<file path="src/rtl/pa_pkg.sv">
package pa_pkg;
  typedef enum logic [1:0] {
    MODE_FALL    = 2'b00,
    MODE_RISE    = 2'b01,
    MODE_GATE_HI = 2'b10,
    MODE_GATE_LO = 2'b11
  } pa_mode_e;

  typedef enum logic [1:0] {
    TSEL_PRESC = 2'b00,
    TSEL_INC   = 2'b01,
    TSEL_LO    = 2'b10,
    TSEL_FULL  = 2'b11
  } pa_tsel_e;

  localparam logic [1:0] ADDR_CTL  = 2'd0;
  localparam logic [1:0] ADDR_FLG  = 2'd1;
  localparam logic [1:0] ADDR_CNTH = 2'd2;
  localparam logic [1:0] ADDR_CNTL = 2'd3;

  localparam int CTL_EN  = 6;
  localparam int CTL_OIE = 1;
  localparam int CTL_EIE = 0;
  localparam int FLG_OVF = 1;
  localparam int FLG_EDG = 0;
endpackage

</file>
<file path="src/rtl/pa_pin_sync.sv">
module pa_pin_sync #(
  parameter int STAGES = 2
) (
  input  logic clk_i,
  input  logic rst_ni,
  input  logic pin_i,
  output logic lvl_o,
  output logic rise_o,
  output logic fall_o
);
  logic [STAGES-1:0] sr_q;
  logic              lvl_d_q;

  always_ff @(posedge clk_i or negedge rst_ni) begin
    if (!rst_ni) begin
      sr_q    <= '0;
      lvl_d_q <= 1'b0;
    end else begin
      sr_q    <= {sr_q[STAGES-2:0], pin_i};
      lvl_d_q <= sr_q[STAGES-1];
    end
  end

  assign lvl_o  = sr_q[STAGES-1];
  assign rise_o = lvl_o & ~lvl_d_q;
  assign fall_o = ~lvl_o & lvl_d_q;


  edge_pulse_chk: assert property (@(posedge clk_i) disable iff (!rst_ni)
    (rise_o || fall_o) |=> !(rise_o || fall_o));
endmodule

</file>
<file path="src/rtl/pa_gate_div.sv">
module pa_gate_div #(
  parameter int DIV = 64
) (
  input  logic clk_i,
  input  logic rst_ni,
  input  logic run_i,
  output logic tick_o
);
  localparam int W = (DIV > 1) ? $clog2(DIV) : 1;
  localparam logic [W-1:0] LAST = W'(DIV - 1);

  logic [W-1:0] div_q;

  always_ff @(posedge clk_i or negedge rst_ni) begin
    if (!rst_ni) begin
      div_q <= '0;
    end else if (!run_i || div_q == LAST) begin
      div_q <= '0;
    end else begin
      div_q <= div_q + 1'b1;
    end
  end

  assign tick_o = run_i && (div_q == LAST);


  div_tick_gap_chk: assert property (@(posedge clk_i) disable iff (!rst_ni)
    (DIV > 1) && tick_o |=> !tick_o);
endmodule

</file>
<file path="src/rtl/pa_counter.sv">
module pa_counter #(
  parameter int CNT_W = 16
) (
  input  logic             clk_i,
  input  logic             rst_ni,
  input  logic             inc_i,
  input  logic             wr_hi_i,
  input  logic             wr_lo_i,
  input  logic [7:0]       wdata_i,
  output logic [CNT_W-1:0] cnt_o,
  output logic             lo_wrap_o,
  output logic             full_wrap_o
);
  localparam int HI_W = CNT_W - 8;

  logic [CNT_W-1:0] cnt_q;
  logic             wr_any;

  assign wr_any = wr_hi_i | wr_lo_i;

  always_ff @(posedge clk_i or negedge rst_ni) begin
    if (!rst_ni) begin
      cnt_q <= '0;
    end else if (wr_any) begin
      if (wr_hi_i) cnt_q[CNT_W-1:8] <= wdata_i[HI_W-1:0];
      if (wr_lo_i) cnt_q[7:0]       <= wdata_i;
    end else if (inc_i) begin
      cnt_q <= cnt_q + 1'b1;
    end
  end

  assign cnt_o       = cnt_q;
  assign lo_wrap_o   = inc_i && !wr_any && (cnt_q[7:0] == 8'hFF);
  assign full_wrap_o = inc_i && !wr_any && (cnt_q == '1);


  wrap_zero_chk: assert property (@(posedge clk_i) disable iff (!rst_ni)
    full_wrap_o |=> cnt_q == '0);

  wr_lo_load_chk: assert property (@(posedge clk_i) disable iff (!rst_ni)
    wr_lo_i |=> cnt_q[7:0] == $past(wdata_i));
endmodule

</file>
<file path="src/rtl/pulse_acc_top.sv">
module pulse_acc_top
  import pa_pkg::*;
#(
  parameter int GATE_DIV    = 64,
  parameter int SYNC_STAGES = 2
) (
  input  logic       clk_i,
  input  logic       rst_ni,
  input  logic       pin_i,
  input  logic       presc_tick_i,
  input  logic       wr_en_i,
  input  logic [1:0] addr_i,
  input  logic [7:0] wdata_i,
  output logic [7:0] rdata_o,
  output logic       irq_edge_o,
  output logic       irq_ovf_o,
  output logic       tmr_tick_o
);
  localparam int CNT_W = 16;

  logic [6:0]       ctl_q;
  logic             flg_edg_q, flg_ovf_q;
  logic             en, gated;
  pa_mode_e         mode;
  pa_tsel_e         tsel;
  logic             lvl, rise, fall, tick;
  logic             inc, edge_evt;
  logic             wr_ctl, wr_flg, wr_hi, wr_lo;
  logic             clr_edg, clr_ovf;
  logic [CNT_W-1:0] cnt;
  logic             lo_wrap, full_wrap;

  assign wr_ctl = wr_en_i && addr_i == ADDR_CTL;
  assign wr_flg = wr_en_i && addr_i == ADDR_FLG;
  assign wr_hi  = wr_en_i && addr_i == ADDR_CNTH;
  assign wr_lo  = wr_en_i && addr_i == ADDR_CNTL;

  always_ff @(posedge clk_i or negedge rst_ni) begin
    if (!rst_ni) ctl_q <= '0;
    else if (wr_ctl) ctl_q <= wdata_i[6:0];
  end

  assign en    = ctl_q[CTL_EN];
  assign mode  = pa_mode_e'(ctl_q[5:4]);
  assign tsel  = pa_tsel_e'(ctl_q[3:2]);
  assign gated = mode[1];

  pa_pin_sync #(.STAGES(SYNC_STAGES)) sync_i (
    .clk_i  (clk_i),
    .rst_ni (rst_ni),
    .pin_i  (pin_i),
    .lvl_o  (lvl),
    .rise_o (rise),
    .fall_o (fall)
  );

  pa_gate_div #(.DIV(GATE_DIV)) div_i (
    .clk_i  (clk_i),
    .rst_ni (rst_ni),
    .run_i  (en && gated),
    .tick_o (tick)
  );

  always_comb begin
    unique case (mode)
      MODE_FALL:    inc = fall;
      MODE_RISE:    inc = rise;
      MODE_GATE_HI: inc = tick & lvl;
      MODE_GATE_LO: inc = tick & ~lvl;
      default:      inc = 1'b0;
    endcase
    inc = inc & en;
    // trailing gate edge in gated modes
    edge_evt = en & ((mode == MODE_FALL || mode == MODE_GATE_HI) ? fall : rise);
  end

  pa_counter #(.CNT_W(CNT_W)) cnt_i (
    .clk_i       (clk_i),
    .rst_ni      (rst_ni),
    .inc_i       (inc),
    .wr_hi_i     (wr_hi),
    .wr_lo_i     (wr_lo),
    .wdata_i     (wdata_i),
    .cnt_o       (cnt),
    .lo_wrap_o   (lo_wrap),
    .full_wrap_o (full_wrap)
  );

  assign clr_edg = wr_flg && wdata_i[FLG_EDG];
  assign clr_ovf = wr_flg && wdata_i[FLG_OVF];

  // set beats clear
  always_ff @(posedge clk_i or negedge rst_ni) begin
    if (!rst_ni) begin
      flg_edg_q <= 1'b0;
      flg_ovf_q <= 1'b0;
    end else begin
      flg_edg_q <= edge_evt  | (flg_edg_q & ~clr_edg);
      flg_ovf_q <= full_wrap | (flg_ovf_q & ~clr_ovf);
    end
  end

  assign irq_edge_o = flg_edg_q & ctl_q[CTL_EIE];
  assign irq_ovf_o  = flg_ovf_q & ctl_q[CTL_OIE];

  always_comb begin
    unique case (tsel)
      TSEL_PRESC: tmr_tick_o = presc_tick_i;
      TSEL_INC:   tmr_tick_o = inc;
      TSEL_LO:    tmr_tick_o = lo_wrap;
      TSEL_FULL:  tmr_tick_o = full_wrap;
      default:    tmr_tick_o = 1'b0;
    endcase
  end

  always_comb begin
    unique case (addr_i)
      ADDR_CTL:  rdata_o = {1'b0, ctl_q};
      ADDR_FLG:  rdata_o = {6'b0, flg_ovf_q, flg_edg_q};
      ADDR_CNTH: rdata_o = cnt[15:8];
      ADDR_CNTL: rdata_o = cnt[7:0];
      default:   rdata_o = 8'h00;
    endcase
  end


  hold_when_off_chk: assert property (@(posedge clk_i) disable iff (!rst_ni)
    !en && !wr_hi && !wr_lo |=> $stable(cnt));

  ovf_flag_set_chk: assert property (@(posedge clk_i) disable iff (!rst_ni)
    full_wrap |=> flg_ovf_q);

  set_beats_clr_chk: assert property (@(posedge clk_i) disable iff (!rst_ni)
    edge_evt && clr_edg |=> flg_edg_q);

  wrap_nest_chk: assert property (@(posedge clk_i) disable iff (!rst_ni)
    full_wrap |-> lo_wrap && inc);
endmodule

</file>
<file path="config.mk">
export PLATFORM = sky130hd
export DESIGN_NAME = pulse_acc_top
export DESIGN_NICKNAME = d
export VERILOG_FILES = /design/src/rtl/pa_pkg.sv /design/src/rtl/pa_pin_sync.sv /design/src/rtl/pa_gate_div.sv /design/src/rtl/pa_counter.sv /design/src/rtl/pulse_acc_top.sv
export SDC_FILE = /design/constraint.sdc
export NUM_CORES = 1
export LEC_CHECK = 0
export CAP_MARGIN = 15
export CORE_ASPECT_RATIO = 1.1
export CORE_MARGIN = 1
export CORE_UTILIZATION = 45
export CTS_BUF_LIST = sky130_fd_sc_hd__clkbuf_4 sky130_fd_sc_hd__clkbuf_8
export DETAILED_ROUTE_END_ITERATION = 8
export GPL_TIMING_DRIVEN = 0
export PLACE_DENSITY = 0.7
export SKIP_CTS_REPAIR_TIMING = 1
export SLEW_MARGIN = 25
export SYNTH_ARGS = -nofsm -noshare
export SYNTH_HDL_FRONTEND = slang
export SYNTH_SLANG_ARGS = --single-unit
</file>
<file path="constraint.sdc">
create_clock -name clk_i -period 1.7 [get_ports clk_i]
set_input_delay 0.34 -clock clk_i [delete_from_list [all_inputs] [get_ports clk_i]]
set_output_delay 0.34 -clock clk_i [all_outputs]
set_load 0.02 [all_outputs]
</file>
==> reports/results.ini <==
[run_status]
status=finished with violations
violations=negative hold slack, negative setup slack

[timing]
layout_min_cycle_time_ns=2.24
hold_violations=5
maxSlewViolCount=0
max_slew_margin_pct=68.7
max_freq_mhz=447
setup_violations=17
hold_ws_ns=-0.0148
finalSetupTns_ns=-1.84
rsz0062_at_grt=yes
skew_ns=0.0108
worst_pin_slew_ns=0.469
layout_setup_ws_ns=-0.536
finalCritPeriodShare_pct=132

[floorplan]
start_util_pct=46.8
core_area_mm2=0.00432
die_w_um=65.9
die_h_um=72.3
dieArea_mm2=0.00477
num_rows=25
design.portCount=26

[clock_tree]
clock-sinks=34
cts_buffers=5
cts.clk_slew.worst_paths_ns=0.08
cts.htree.levels=2
cts_tree=built
cts_root_buf=clkbuf_8
insertion_delay_ns=0.30
clock_path_buffers=2

[grt]
grt.overflow.total=0
antenna_found_initial=0
grtUsageTotal_pct=24.3
grt_pass1_wl_mm=8.42
grt_max_degree=19
grt_pass1_vias=1656

[placement]
postPlaceCellArea_mm2=0.00240
gp_congestion=0.958
place.port_buffers=24
place_inst=291
dp_hpwl_mm=3.86
dp_slack_ns=-0.874

[synth]
yosys-top-cells-area=dfrtp_1 (42%), mux2_2 (6.7%), nand2_1 (5.2%)
syn-num-nets=229
yosys_register_bits=34
yosysWarningCount=0
syn_area_per_cell_um2=9.54
netlist.area_leader.share_pct=42.1
synthAdderAreaFrac_pct=1.24
ys_seq_area_share_pct=42.1
synth_area_mm2=0.00202
synth_xor_area_share_pct=2.97
syn-instance-count=212
synth_simple_gate_area_share_pct=21.3
ys_async_sr_fraction_pct=100
yosysTopAreaCell=dfrtp_1
synth-edff-count=0
synth_top_family_by_area=simple AND/OR/NAND/NOR gates
muxShareOfSynthArea_pct=9.90
synth-compound-area-share_pct=19.1
synth_cell_types=54
dominantRegCellSynth=dfrtp_1

[detailed_routing]
drt_wl_total_mm=5.66
avgRoutedWirePerCell_um=18.1
drt_iter0_markers=159
vias_per_cell=6.04
dr.pass1.iters=4
drc=0
vias=1883
ant_nets=0

[final_layout]
drive_above_1_share_pct=34.5
finalNonFillerCells=312
post-route-util_pct=64.1
final_area_mm2=0.00277
fin_nets=274
area_growth_pct=36.9
n_antenna_cell=0

[pwr]
vdd_ir_drop_max_mv=0.474
p_leak_nw=1.17
p_total_mw=2.81
power_per_cell_area_mw_per_mm2=1010

[setup_path]
cp-start-kind=flip-flop
crit_path_end_kind=primary output
crit_chain=ha_4, nand3_4, nor4_4, buf_4, o211a_4, nand2_4, o22ai_4, buf_6
cpPeakStageDelay_ns=0.40
crit_buf_inv=2
crit_family=simple AND/OR/NAND/NOR gates
slowest_stage=dfrtp_1
crit_type=reg -> out
critPathRequiredTime_ns=1.36
path_max_fanout=5
arrival_ns=1.90

[flow_run]
drv_cap=0

[worst_hold_path]
hold_path_class=in -> async

==> where the power goes <==
group / total, mW / switching (mW) / internal [mW]
registers: 1.18 / 0.215 / 0.970
logic: 0.986 / 0.510 / 0.476
clock network: 0.640 / 0.314 / 0.326
total: 2.81 / 1.04 / 1.77
==> layer usage <==
metal | track usage [%] | vias to the layer above | share of wire (%)
met5 | 0 | - | 0
met4 | 10.4 | 0 | 2.8
met3 | 5.03 | 10 | 6.6
met2 | 39.1 | 76 | 50
met1 | 31.5 | 920 | 41
li1 | - | 877 | -
==> synthesized netlist by cell type, drive strengths merged, types with 3 or more instances <==
master	count
a21oi	6
nand3	5
o311ai	3
xnor2	4
dfrtp	34
a22o	6
and3	5
inv	7
nand2	30
o211ai	5
mux2	12
and2	5
nor2	23
o22ai	8
a22oi	3
o211a	3
clkbuf	7
o21ai	3
nor3	6
nand2b	3
==> worst paths after layout <==
check | from | to | slack [ns] | depth (start not counted)
worst max register to register | sync_i.sr_q[1]$_DFF_PN0_ | cnt_i.cnt_o[14]$_DFFE_PN0P_ | -0.21 | 7
max in group asynchronous | rst_ni | div_i.div_q[4]$_DFF_PN0_ | 1.25 | 2
worst min-delay path | rst_ni | ctl_q[2]$_DFFE_PN0P_ | -0.01 | 1
worst max-delay path | div_i.div_q[0]$_DFF_PN0_ | tmr_tick_o | -0.54 | 8
worst min register to register | sync_i.sr_q[0]$_DFF_PN0_ | sync_i.sr_q[1]$_DFF_PN0_ | 0.36 | 0
min in group clk_i | sync_i.sr_q[0]$_DFF_PN0_ | sync_i.sr_q[1]$_DFF_PN0_ | 0.36 | 0
==> state kept, by name, summed over array words and instances, names as in the netlist <==
name / flops
div_i.div_q: 6
sync_i.lvl_d_q: 1
cnt_i.cnt_o: 16
ctl_q: 7
flg_ovf_q: 1
sync_i.sr_q: 2
flg_edg_q: 1
==> cells in the final DEF, fill, tap and decap left out, types with 6 or more instances in the layout <==
cell type / count
buf_4: 14
inv_1: 7
nand2_1: 27
clkdlybuf4s50_1: 10
dfrtp_2: 7
clkbuf_8: 6
buf_2: 6
mux2_2: 12
dfrtp_1: 27
nor2_1: 20
==> final cells by class <==
| cell class | count | area (um2) |
|---|---|---|
| fill | 344 | 1550 |
| multi-input combinational | 163 | 1310 |
| sequential | 34 | 860 |
| timing repair buffer | 39 | 350 |
| clock buffer | 6 | 82.6 |
| tap | 54 | 67.6 |
| buffer | 7 | 60.1 |
| inverter | 7 | 26.3 |
| clock inverter | 2 | 12.5 |
==> kinds of logic (layout without fill, tap and decap cells) <==
| logic type | count (synthesis) | after routing |
|---|---|---|
| compound gates | 51 | 52 |
| xor+xnor | 6 | 6 |
| fa+ha+maj | 2 | 2 |
| buf+inv | 16 | 61 |
| flops | 34 | 34 |
| mux | 16 | 16 |
| simple gates | 87 | 87 |
Note: power is estimated with default switching activity, not from simulation.
